===== src/rtl/avgm_pkg.sv =====
package avgm_pkg;

    typedef enum logic [2:0] {
        S_IDLE,
        S_CONV,
        S_FILT,
        S_HOLD,
        S_DONE
    } avgm_state_e;

    function automatic int unsigned avgm_max(input int unsigned a, input int unsigned b);
        return (a > b) ? a : b;
    endfunction

    function automatic int unsigned avgm_slot_len(input logic hi, input int unsigned len_hi,
                                                  input int unsigned len_lo);
        return hi ? len_hi : len_lo;
    endfunction

    function automatic int unsigned avgm_total(input int unsigned n_conv, input int unsigned len,
                                               input int unsigned filt, input int unsigned overlap);
        return n_conv * len + filt - overlap;
    endfunction

endpackage


===== src/rtl/avgm_step_counter.sv =====
module avgm_step_counter #(
    parameter int unsigned W = 5
) (
    input  logic         clk,
    input  logic         rst,
    input  logic         clear,
    input  logic         load,
    input  logic [W-1:0] load_val,
    input  logic         advance,
    output logic [W-1:0] count
);

    always_ff @(posedge clk) begin
        if (rst || clear) begin
            count <= '0;
        end else if (load) begin
            count <= load_val;
        end else if (advance) begin
            count <= count + W'(1);
        end
    end

endmodule


===== src/rtl/avgm_fsm.sv =====
module avgm_fsm
    import avgm_pkg::*;
(
    input  logic        clk,
    input  logic        rst,
    input  logic        start,
    input  logic        io_busy,
    input  logic        burst_end,
    input  logic        filt_end,
    output avgm_state_e state,
    output logic        start_acc
);

    avgm_state_e state_nx;

    assign start_acc = (state == S_IDLE) && start;

    always_comb begin
        state_nx = state;
        unique case (state)
            S_IDLE: if (start) state_nx = S_CONV;
            S_CONV: if (burst_end) state_nx = S_FILT;
            S_FILT: if (filt_end) state_nx = io_busy ? S_HOLD : S_DONE;
            S_HOLD: if (!io_busy) state_nx = S_DONE;
            S_DONE: state_nx = S_IDLE;
            default: state_nx = S_IDLE;
        endcase
    end

    always_ff @(posedge clk) begin
        if (rst) state <= S_IDLE;
        else     state <= state_nx;
    end

    // completion lasts a single cycle
    assert_done_single_R7: assert property (@(posedge clk) disable iff (rst)
        (state == S_DONE) |=> (state == S_IDLE));

    // completion waits while the serial side is busy
    assert_hold_waits_R7: assert property (@(posedge clk) disable iff (rst)
        (state == S_HOLD && io_busy) |=> (state == S_HOLD));

endmodule


===== src/rtl/avg_meas_seq.sv =====
module avg_meas_seq
    import avgm_pkg::*;
#(
    parameter int unsigned NUM_CONV    = 7,
    parameter int unsigned SLOT_HI     = 19,
    parameter int unsigned SLOT_LO     = 16,
    parameter int unsigned FILT_CYC    = 19,
    parameter int unsigned IO_OVERLAP  = 4
) (
    input  logic                         clk,
    input  logic                         rst,
    input  logic                         start,
    input  logic                         res_12b,
    input  logic                         io_busy,
    output logic                         conv_strobe,
    output logic [$clog2(NUM_CONV)-1:0]  conv_idx,
    output logic                         filt_active,
    output logic                         done,
    output logic [$clog2(NUM_CONV*avgm_max(SLOT_HI, SLOT_LO)+FILT_CYC+1)-1:0] cycle_count
);

    localparam int unsigned IW  = $clog2(NUM_CONV);
    localparam int unsigned PW  = $clog2(avgm_max(avgm_max(SLOT_HI, SLOT_LO), FILT_CYC));
    localparam int unsigned CW  = $clog2(NUM_CONV*avgm_max(SLOT_HI, SLOT_LO)+FILT_CYC+1);
    localparam int unsigned TOT_HI = avgm_total(NUM_CONV, SLOT_HI, FILT_CYC, IO_OVERLAP);
    localparam int unsigned TOT_LO = avgm_total(NUM_CONV, SLOT_LO, FILT_CYC, IO_OVERLAP);

    avgm_state_e   state;
    logic          start_acc;
    logic          res_q;
    logic [PW-1:0] phase;
    logic [PW-1:0] slot_last;
    logic          running;
    logic          conv_last;
    logic          burst_end;
    logic          filt_end;

    always_ff @(posedge clk) begin
        if (rst)            res_q <= 1'b0;
        else if (start_acc) res_q <= res_12b;
    end

    assign slot_last = PW'(avgm_slot_len(res_q, SLOT_HI, SLOT_LO) - 1);
    assign running   = (state == S_CONV) || (state == S_FILT);
    assign conv_last = (state == S_CONV) && (phase == slot_last);
    assign burst_end = conv_last && (conv_idx == IW'(NUM_CONV - 1));
    assign filt_end  = (state == S_FILT) && (phase == PW'(FILT_CYC - 1));

    avgm_fsm u_fsm (
        .clk       (clk),
        .rst       (rst),
        .start     (start),
        .io_busy   (io_busy),
        .burst_end (burst_end),
        .filt_end  (filt_end),
        .state     (state),
        .start_acc (start_acc)
    );

    // Phase within a slot; the first slot starts part-way in
    avgm_step_counter #(.W(PW)) u_phase (
        .clk      (clk),
        .rst      (rst),
        .clear    (filt_end),
        .load     (start_acc || conv_last),
        .load_val (start_acc ? PW'(IO_OVERLAP) : '0),
        .advance  (running),
        .count    (phase)
    );

    avgm_step_counter #(.W(IW)) u_index (
        .clk      (clk),
        .rst      (rst),
        .clear    (start_acc),
        .load     (1'b0),
        .load_val ('0),
        .advance  (conv_last && !burst_end),
        .count    (conv_idx)
    );

    avgm_step_counter #(.W(CW)) u_tally (
        .clk      (clk),
        .rst      (rst),
        .clear    (start_acc),
        .load     (1'b0),
        .load_val ('0),
        .advance  (running),
        .count    (cycle_count)
    );

    assign conv_strobe = conv_last;
    assign filt_active = (state == S_FILT);
    assign done        = (state == S_DONE);

    assert_idx_range_R1: assert property (@(posedge clk) disable iff (rst)
        conv_idx <= IW'(NUM_CONV - 1));

    assert_filt_follows_R5: assert property (@(posedge clk) disable iff (rst)
        (conv_strobe && conv_idx == IW'(NUM_CONV - 1)) |=> filt_active);

    assert_total_R6: assert property (@(posedge clk) disable iff (rst)
        done |-> (cycle_count == (res_q ? CW'(TOT_HI) : CW'(TOT_LO))));

    assert_start_ignored_R8: assert property (@(posedge clk) disable iff (rst)
        (running && start) |=> (cycle_count != '0));

    assert_res_held_R9: assert property (@(posedge clk) disable iff (rst)
        (state != S_IDLE && $past(state) != S_IDLE) |-> $stable(res_q));

    assert_reset_idle_R10: assert property (@(posedge clk)
        rst |=> (!done && !filt_active && cycle_count == '0 && conv_idx == '0));

endmodule


===== config.mk =====
export PLATFORM = sky130hd
export DESIGN_NAME = avg_meas_seq
export DESIGN_NICKNAME = d
export VERILOG_FILES = /design/src/rtl/avgm_pkg.sv /design/src/rtl/avgm_step_counter.sv /design/src/rtl/avgm_fsm.sv /design/src/rtl/avg_meas_seq.sv
export SDC_FILE = /design/constraint.sdc
export NUM_CORES = 1
export LEC_CHECK = 0
export BUFFER_PORTS_ARGS = -buffer_cell sky130_fd_sc_hd__buf_2
export CAP_MARGIN = 20
export CORE_MARGIN = 5
export CORE_UTILIZATION = 38
export DETAILED_ROUTE_END_ITERATION = 7
export GPL_TIMING_DRIVEN = 0
export PLACE_DENSITY = 0.62
export SETUP_SLACK_MARGIN = 0.02
export SLEW_MARGIN = 5
export SYNTH_ARGS = -nofsm -noshare
export SYNTH_HDL_FRONTEND = slang
export SYNTH_SLANG_ARGS = --single-unit

===== constraint.sdc =====
create_clock -name clk -period 1.85 [get_ports clk]
set_input_delay 0.4625 -clock clk [delete_from_list [all_inputs] [get_ports clk]]
set_output_delay 0.4625 -clock clk [all_outputs]
set_load 0.02 [all_outputs]

==> run_results.csv, run 1 <==
group,metric,value,unit
pwr,power_density,829,nW/um2
sta,rsz0062_at_grt,"yes",
global_routing,grt_overflow,0,
die,die_h,65.5,um
drt,totalWireLength,2520,um
cts,insertion_delay,310,ps
critical_path,worstPathArrival,1360,ps
hold_path,worstHoldPathCells,3,
job,timing.max_cap.violations,0,
synthesis,synth_area_per_cell,9.51,um2
global_routing,grt_pass1_vias,956,
drt,ant_nets,0,
global_routing,grt_max_degree,12,
synthesis,ys.flop_type,"dfxtp_1",
sta,max_freq,0.548,GHz
pwr,vdd_drop_max,0.330,mV
drt,drt-initial-drc-count,71,
synthesis,synth_common_cells,"20 x dfxtp_1, 15 x nor2_1, 11 x nand2_1",
layout,nets,158,
drt,vias,955,
critical_path,start_kind,"flip-flop",
sta,setup_violations,0,
synthesis,yosysTopAreaCell,"dfxtp_1",
sta,report.final.slew_viol_count,0,
placed_design,gp_congestion,0.769,
synthesis,synth_top_area_share,34.2,%
die,die_x,65.5,um
synthesis,synthArstFlopShare,0,%
cts,clockRootBuffer,"clkbuf_4",
critical_path,worstPathRequired,1390,ps
synthesis,syn_nets,133,
pwr,leakagePower,0.561,nW
cts,cts_tree,"done",
drt,dr.pass1.iters,4,
synthesis,syn-cell-area,1170,um2
die,die_area,4290,um2
synthesis,postSynthCellCount,123,
cts,clk_pin_slew,120,ps
cts,cts.sinks,20,
sta,tightest_slew,517,ps
global_routing,antenna_found_initial,0,
drt,drc,0,
critical_path,critPathKind,"reg2out",
drt,wl_per_cell,14.0,um
sta,slew-limit-headroom,65.4,%
sta,tns,0,ps
placed_design,portBuffers,17,
layout,area_growth,23.7,%
hold_path,min_path_type,"in2reg",
synthesis,synth_cell_types,43,
synthesis,seq_area_frac_synth,34.2,%
synthesis,yosys_register_bits,20,
critical_path,crit_fanout,6,
die,placementRows,20,
placed_design,place_area,1300,um2
cts,clk_path_buf_depth,2,
cts,htreeDepth,1,
synthesis,synth_area_leaders,"dfxtp_1 34%, xnor2_1 6.0%, ha_1 5.3%",
placed_design,hpwl,1830,um
drt,via_per_inst,5.31,
die,start_util,39.0,%
die,pin_count,19,
global_routing,grt_pass1_wl,4360,um
layout,drive_gt1_share,35.4,%
layout,fin_area,1450,um2
synthesis,yosysMostFrequentCell,"dfxtp_1",
sta,finalCritPeriodShare,98.6,%
run_status,status,"complete, no violations",
critical_path,cp-end-kind,"output port",
die,coreArea,3000,um2
cts,ctsHoldBuffers,0,
sta,final_hold_viol_count,0,
sta,finalClockSkew,5.03,ps
critical_path,worst_r2r_path_depth,5,
synthesis,synth_edf_count,0,
sta,min_period,1820,ps
cts,numCtsBuffers,3,
global_routing,grt_util_all_layers,12.9,%
synthesis,synth_warnings,0,
layout,diodes,0,
## cell type report
cell class,instances,area (um2)
flip-flops and latches,20,410
plain buffers,6,56.3
multi-input cells,94,772
clock buffers,4,36.3
fillers,294,1560
inverters,3,11.3
well taps,33,41.3
repair buffers,20,120
## routing by layer
metal	wire (um)	vias to the layer above	GRT usage [%]
met3	133	2	3.25
met4	13	0	3.11
met5	0	-	0
met2	1220	19	22.0
li1	-	489	-
met1	1150	445	16.2
## stage by stage
stage                     power (mW)  hold WS [ps]  utilization [%]  setup WS (ps)  instances
final                           1.20           395             48.2           25.6        180
after global routing            1.29           447             48.2          -19.9        180
after CTS                       1.20           387             46.4           6.62        178
after detailed placement       0.915           486             43.2           17.6        173
after global placement         0.904           476             43.2           11.5        173
after floorplan                0.832           467                -           63.6        123
## cells in the final DEF, fill, tap and decap left out, types with 4 or more instances in the layout
cell type / count
buf_6: 4
xnor2_1: 8
nor2_1: 14
mux2i_1: 4
dfxtp_1: 16
ha_1: 5
buf_2: 15
buf_4: 5
nand2_1: 11
## path summary, 6_finish.rpt
path                          from               end  slack, ps
hold reg to reg   u_tally.count[6]  u_tally.count[6]        510
hold / removal             res_12b             res_q        400
setup / recovery  u_phase.count[0]       conv_strobe         30
setup reg to reg  u_phase.count[0]  u_index.count[0]        170
## worst max-delay path, cell delays in order, from the launching register on
cell	delay, ps
dfxtp_4	400
and4bb_2	260
mux2i_4	210
nor2_4	60
buf_6	130
## where the power goes
group | leakage (nW) | internal, mW | switching [mW] | total (mW)
clock | 0.0210 | 0.120 | 0.144 | 0.264
combinational | 0.376 | 0.180 | 0.219 | 0.399
sequential | 0.164 | 0.479 | 0.0577 | 0.537
## kinds of logic after synthesis
| group | synth area share, % |
|---|---|
| buffers and inverters | 4.28 |
| DFF | 34.2 |
| AOI/OAI and AO/OA | 8.98 |
| muxes | 5.24 |
| and+or+nand+nor | 34.5 |
| xor gates and xnor gates | 7.38 |
| adders and majority gates | 5.35 |
## registers in the layout, indices dropped and copies added, names as in the netlist
register	cells
u_index.count	3
u_fsm.state	3
res_q	1
u_phase.count	5
u_tally.count	8
## what timing repair did
item	in CTS	in global routing
gates cloned	0	0
endpoints found under the hold margin	0	0
setup buffers	1	2
endpoints found under the setup margin	3	10
pin swaps	0	4
resized for setup	16	10
No activity file was read; power rests on OpenSTA's default activity.
==> inputs of run 2 (changes only) <==
- ABC_AREA: not set -> 1
- PLACE_DENSITY: 0.62 -> 0.63
- TNS_END_PERCENT: not set -> 1
==> run 2 against run 1 <==
Net effect: clock power is 39% higher; cell count is 22% higher; sequential power is 3% higher; die area is 2.5% lower; clock skew is 3.3 ps lower; synthesized area is 3.0% lower; combinational power is 36% higher; final area is 4.7% lower; largest cell class unchanged; largest power group unchanged.
==> run_results.csv, run 2 <==
group,metric,value,unit
die,coreArea,2810,um2
layout,area_growth,21.6,%
sta,report.final.slew_viol_count,0,
sta,finalCritPeriodShare,94.6,%
synthesis,synth_edf_count,0,
drt,vias,1104,
synthesis,yosysTopAreaCell,"dfxtp_1",
pwr,p_sw,0.562,mW
synthesis,syn_nets,171,
synthesis,synth_cell_types,25,
run_status,status,"complete, no violations",
pwr,p_clk_share,25.1,%
critical_path,slowest_stage,"dfxtp_2",
drt,drt-initial-drc-count,61,
cts,clk_pin_slew,120,ps
synthesis,seq_area_frac_synth,35.3,%
sta,setup_violations,0,
global_routing,grt_max_degree,13,
placed_design,hpwl,1980,um
sta,tns,0,ps
layout,reg_top3,"u_tally.count x8, u_phase.count x5",
layout,drive_gt1_share,30.9,%
synthesis,synth_area_per_cell,7.05,um2
global_routing,use_met1,14.6,%
critical_path,rrSetupSlack,450,ps
sta,final_hold_viol_count,0,
global_routing,grt_util_met2,25.4,%
drt,ant_nets,0,
die,pin_count,19,
layout,fin_area,1380,um2
cts,htreeDepth,1,
critical_path,start_kind,"flip-flop",
critical_path,max_stage_delay,370,ps
layout,instances_no_fill,219,
sta,finalClockSkew,1.75,ps
synthesis,synthArstFlopShare,0,%
placed_design,gp_congestion,0.799,
synthesis,synth_warnings,0,
pwr,power_density,1060,nW/um2
pwr,seqPwrFrac,37.8,%
cts,insertion_delay,300,ps
global_routing,grt.met3_usage,2.76,%
synthesis,yosysMostFrequentCell,"nand2_1",
critical_path,cp-end-kind,"output port",
global_routing,grt_util_all_layers,13.5,%
synthesis,postSynthCellCount,161,
sta,tightest_slew,394,ps
die,die_x,64.7,um
synthesis,yosys_register_bits,20,
cts,clk_path_buf_depth,2,
pwr,leakagePower,0.631,nW
synthesis,ys.flop_type,"dfxtp_1",
layout,regMostFlops,"u_tally.count",
drt,drc,0,
critical_path,worstPathRequired,1390,ps
die,die_h,64.7,um
placed_design,pre_cts_ws,251,ps
placed_design,place_area,1260,um2
pwr,p_comb_share,37.1,%
drt,totalWireLength,2520,um
pwr,vdd_drop_max,0.365,mV
critical_path,worstPathArrival,1290,ps
cts,cts_tree,"done",
critical_path,crit_chain,"inv_2 > nor2_2 > nand3_1 > nand2_2 > nand2_2 > inv_2 > buf_4",
sta,fin_ws,101,ps
critical_path,critPathKind,"reg2out",
sta,slew-limit-headroom,73.5,%
global_routing,grt_overflow,0,
pwr,intPower,0.901,mW
drt,dr.pass1.iters,4,
layout,final_util,49.2,%
sta,rsz0062_at_grt,"no",
die,start_util,40.5,%
placed_design,dp.cells,210,
synthesis,syn-cell-area,1130,um2
layout,final_common_cell,"nand2_1",
die,placementRows,19,
global_routing,antenna_found_initial,0,
placed_design,portBuffers,18,
global_routing,grt_pass1_vias,1107,
cts,numCtsBuffers,3,
synthesis,synth_top_area_share,35.3,%
layout,diodes,0,
layout,nets,199,
job,timing.max_cap.violations,0,
cts,cts.sinks,20,
synthesis,synth_common_cells,"30 x nand2_1, 20 x dfxtp_1, 20 x inv_1",
sta,max_freq,0.572,GHz
synthesis,synth_area_leaders,"dfxtp_1 35%, nand2_1 9.9%, inv_1 6.6%",
global_routing,grt_pass1_wl,4540,um
sta,min_period,1750,ps
drt,via_per_inst,5.04,
die,die_area,4180,um2
cts,clockRootBuffer,"clkbuf_4",
pwr,total_power,1.46,mW
sta,whs,318,ps
hold_path,min_path_type,"in2reg",
drt,wl_per_cell,11.5,um
pwr,switching_share,38.4,%
layout,layout_common_cells,"29 x nand2_1, 18 x inv_1, 18 x nor2_1",
layout,largest_reg_flops,8,
global_routing,grt_busiest_layer,"met2",
critical_path,crit_fanout,4,
-- run 2: changes by cell type after synthesis, moves of 3 or more --
| cell | before | now |
|---|---|---|
| nand3_1 | 1 | 14 |
| inv_2 | 0 | 5 |
| nor2_1 | 15 | 19 |
| mux2i_1 | 5 | 0 |
| o21ai_0 | 2 | 6 |
| nor3b_1 | 6 | 0 |
| and4bb_2 | 3 | 0 |
| nand2_1 | 11 | 30 |
| xor2_1 | 0 | 4 |
| nor2b_1 | 3 | 0 |
| a21oi_1 | 1 | 14 |
| nand2_2 | 0 | 3 |
| inv_1 | 3 | 20 |
| xnor2_1 | 8 | 1 |
-- run 2: kinds of logic after synthesis --
group	synth area share, %
fa+ha+maj	5.51
simple gates	34.7
compound gates	11.4
buf+inv	9.26
xor+xnor	3.86
flops	35.3
-- run 2: repair_timing --
action,CTS,global route
gates cloned,0,0
endpoints found under the setup margin,1,1
pin swaps,2,3
buffers inserted,2,3
resized for setup,6,8
hold buffers,0,0
-- run 2: final cells by class --
cell class / count / area [um2]
clock inverter: 1 / 30.0
multi-input combinational: 115 / 642
inverter: 25 / 93.8
tap: 31 / 38.8
sequential: 20 / 412
timing repair buffer: 23 / 130
clock buffer: 3 / 22.5
buffer: 1 / 11.3
fill: 290 / 1430
-- run 2: worst paths after layout --
kind | start | depth (start not counted) | end
setup / recovery | u_phase.count[0] | 7 | conv_strobe
hold / removal | rst | 2 | u_fsm.state[2]
setup reg to reg | u_fsm.state[0] | 6 | u_phase.count[4]
hold reg to reg | u_tally.count[1] | 2 | u_tally.count[1]
-- run 2: layer usage --
layer	wire length, um	part of all wire (%)
met4	19	0.75
met3	136	5.4
met2	1270	50
met5	0	0
met1	1100	43
-- run 2: power groups by stage --
stage	logic [mW]	registers, mW	clock network [mW]
5_1_grt	0.613	0.562	0.394
6_report	0.543	0.553	0.366
2_1_floorplan	0.395	0.553	0
3_5_place_dp	0.524	0.552	0
4_1_cts	0.538	0.550	0.377
3_3_place_gp	0.513	0.549	0
-- run 2: critical path: cells and delay by family, from the launching register on --
kind	cells	cell delay, ps
DFF	1	370
and+or+nand+nor	4	350
buffers and inverters	3	260
==> inputs of run 3 (changes only) <==
- PLACE_DENSITY: 0.63 -> 0.65
- REMOVE_ABC_BUFFERS: not set -> 1
- clock period: 1.85 -> 1.56 ns (I/O delays scaled with it)
==> run 3 against run 2 <==
Net effect: the run now ends with setup timing left; final area up 5.0%; worst setup slack worse by 150 ps; non-clock buffer count up 7; critical path depth unchanged; combinational power up 29%.
==> run_results.csv, run 3 (synthesis gave the netlist of run 2 again) <==
group,metric,value,unit
run_status,status,"complete, but fails checks",
run_status,violations,"setup timing",
critical_path,cp_top_family,"flip-flops",
layout,drive_gt1_share,38.1,%
cts,htreeDepth,1,
drt,via_per_inst,4.97,
cts,insertion_delay,290,ps
cts,clk_path_buf_depth,2,
layout,nets,206,
critical_path,crit_fanout,2,
layout,reg_top3,"u_tally.count x8, u_phase.count x5",
die,die_h,64.7,um
critical_path,start_kind,"flip-flop",
layout,layout_common_cells,"27 x nand2_1, 16 x nor2_1, 16 x buf_2",
job,timing.max_cap.violations,0,
cts,numCtsBuffers,3,
global_routing,grt_pass1_wl,4570,um
sta,fin_ws,-46.1,ps
layout,diodes,0,
critical_path,crit_buf_inv,3,
die,die_x,64.7,um
pwr,power_density,1100,nW/um2
drt,ant_nets,0,
critical_path,crit_path_end,"conv_strobe",
pwr,intPower,0.932,mW
global_routing,grt_util_all_layers,13.5,%
global_routing,grt_max_degree,14,
cts,ctsHoldBuffers,0,
pwr,total_power,1.60,mW
sta,rsz0062_at_grt,"yes",
layout,largest_reg_flops,8,
die,start_util,40.5,%
drt,vias,1118,
die,die_area,4180,um2
sta,min_period,1610,ps
sta,finalClockSkew,5.19,ps
layout,n_fill_cell,279,
sta,slew-limit-headroom,72.6,%
drt,drt-initial-drc-count,44,
critical_path,path_depth,7,
critical_path,slowest_stage,"dfxtp_2",
critical_path,r2r_start,"u_fsm.state[1]",
cts,cts_tree,"done",
placed_design,hpwl,1930,um
pwr,leakagePower,0.656,nW
placed_design,gp_congestion,0.833,
sta,report.final.slew_viol_count,0,
pwr,switching_share,41.8,%
critical_path,worst_r2r_path_depth,7,
cts,cts.sinks,20,
critical_path,regToRegEndpoint,"u_phase.count[4]",
die,placementRows,19,
drt,wl_per_cell,11.8,um
cts,clk_pin_slew,100,ps
global_routing,antenna_found_initial,0,
layout,final_util,51.7,%
sta,setup_violations,1,
sta,tightest_slew,407,ps
global_routing,grt_overflow,0,
drt,totalWireLength,2650,um
layout,instances_no_fill,225,
hold_path,min_path_type,"in2reg",
pwr,p_comb_share,43.7,%
critical_path,rrSetupSlack,170,ps
cts,clockRootBuffer,"clkbuf_4",
drt,dr.pass1.iters,4,
layout,final_common_cell,"nand2_1",
drt,drc,0,
pwr,p_clk_share,15.0,%
sta,final_hold_viol_count,0,
sta,finalCritPeriodShare,103,%
placed_design,dp.cells,209,
placed_design,pre_cts_ws,9.71,ps
global_routing,grt_pass1_vias,1116,
pwr,p_sw,0.668,mW
critical_path,max_stage_delay,360,ps
pwr,vdd_drop_max,0.611,mV
die,pin_count,19,
critical_path,critPathKind,"reg2out",
critical_path,worstPathArrival,1220,ps
critical_path,worstPathRequired,1170,ps
layout,area_growth,27.7,%
layout,regMostFlops,"u_tally.count",
critical_path,cp-end-kind,"output port",
critical_path,crit_chain,"inv_2 > nor2_2 > nand3_2 > nand2_2 > nand2_2 > inv_2 > buf_6",
sta,max_freq,0.623,GHz
pwr,seqPwrFrac,41.3,%
critical_path,crit_path_start,"u_phase.count[4]",
die,coreArea,2810,um2
placed_design,portBuffers,18,
[run 3: changes by cell type in the layout (fill, tap and decap cells not counted), sizes merged]
cell    before  now
buf         24   31
bufinv       1    0
[run 3: area by class of cell]
| cell class | instances | area, um2 | area share, % |
|---|---|---|---|
| Multi-Input combinational cell | 115 | 672 | 46.4 |
| Sequential cell | 20 | 422 | 29.1 |
| Timing Repair Buffer | 31 | 200 | 13.8 |
| Inverter | 25 | 93.8 | 6.48 |
| Tap cell | 31 | 38.8 | 2.68 |
| Clock buffer | 3 | 22.5 | 1.55 |
[run 3: metrics by stage]
step	cell area [um2]	hold WS [ps]	TNS, ps
6_report	1450	268	-46.1
5_1_grt	1450	263	-235
3_3_place_gp	1250	476	0
2_1_floorplan	1120	449	0
3_5_place_dp	1250	478	0
4_1_cts	1350	262	-57.6
[run 3: worst min-delay path by stage]
stage / slack [ps] / cells after the start / startpoint / to
floorplan: 450 / 2 / res_q / res_q
global placement: 480 / 2 / u_tally.count[7] / u_tally.count[7]
detailed placement: 480 / 2 / res_q / res_q
finish: 270 / 2 / rst / u_fsm.state[2]
global route: 260 / 2 / rst / u_fsm.state[2]
CTS: 260 / 2 / rst / u_fsm.state[2]
[run 3: routing by layer]
layer  part of all wire (%)  vias to the layer above  track usage [%]
met4                   0.64                        0             5.01
met3                    2.8                        2             2.76
li1                       -                      587                -
met2                     52                       17             25.3
met1                     45                      512             15.1
met5                      0                        -                0
[run 3: timing repair]
action / in CTS / in global routing
cloned: 0 / 0
pin swaps: 5 / 8
setup buffers: 6 / 7
resized for setup: 17 / 15
endpoints found under the setup margin: 2 / 11
[run 3: power by group through the flow]
stage | clock network, mW | registers, mW | logic [mW]
after detailed placement | 0 | 0.653 | 0.586
after CTS | 0.248 | 0.656 | 0.631
final | 0.241 | 0.660 | 0.699
after global routing | 0.274 | 0.669 | 0.792
after floorplan | 0 | 0.656 | 0.435
after global placement | 0 | 0.649 | 0.569
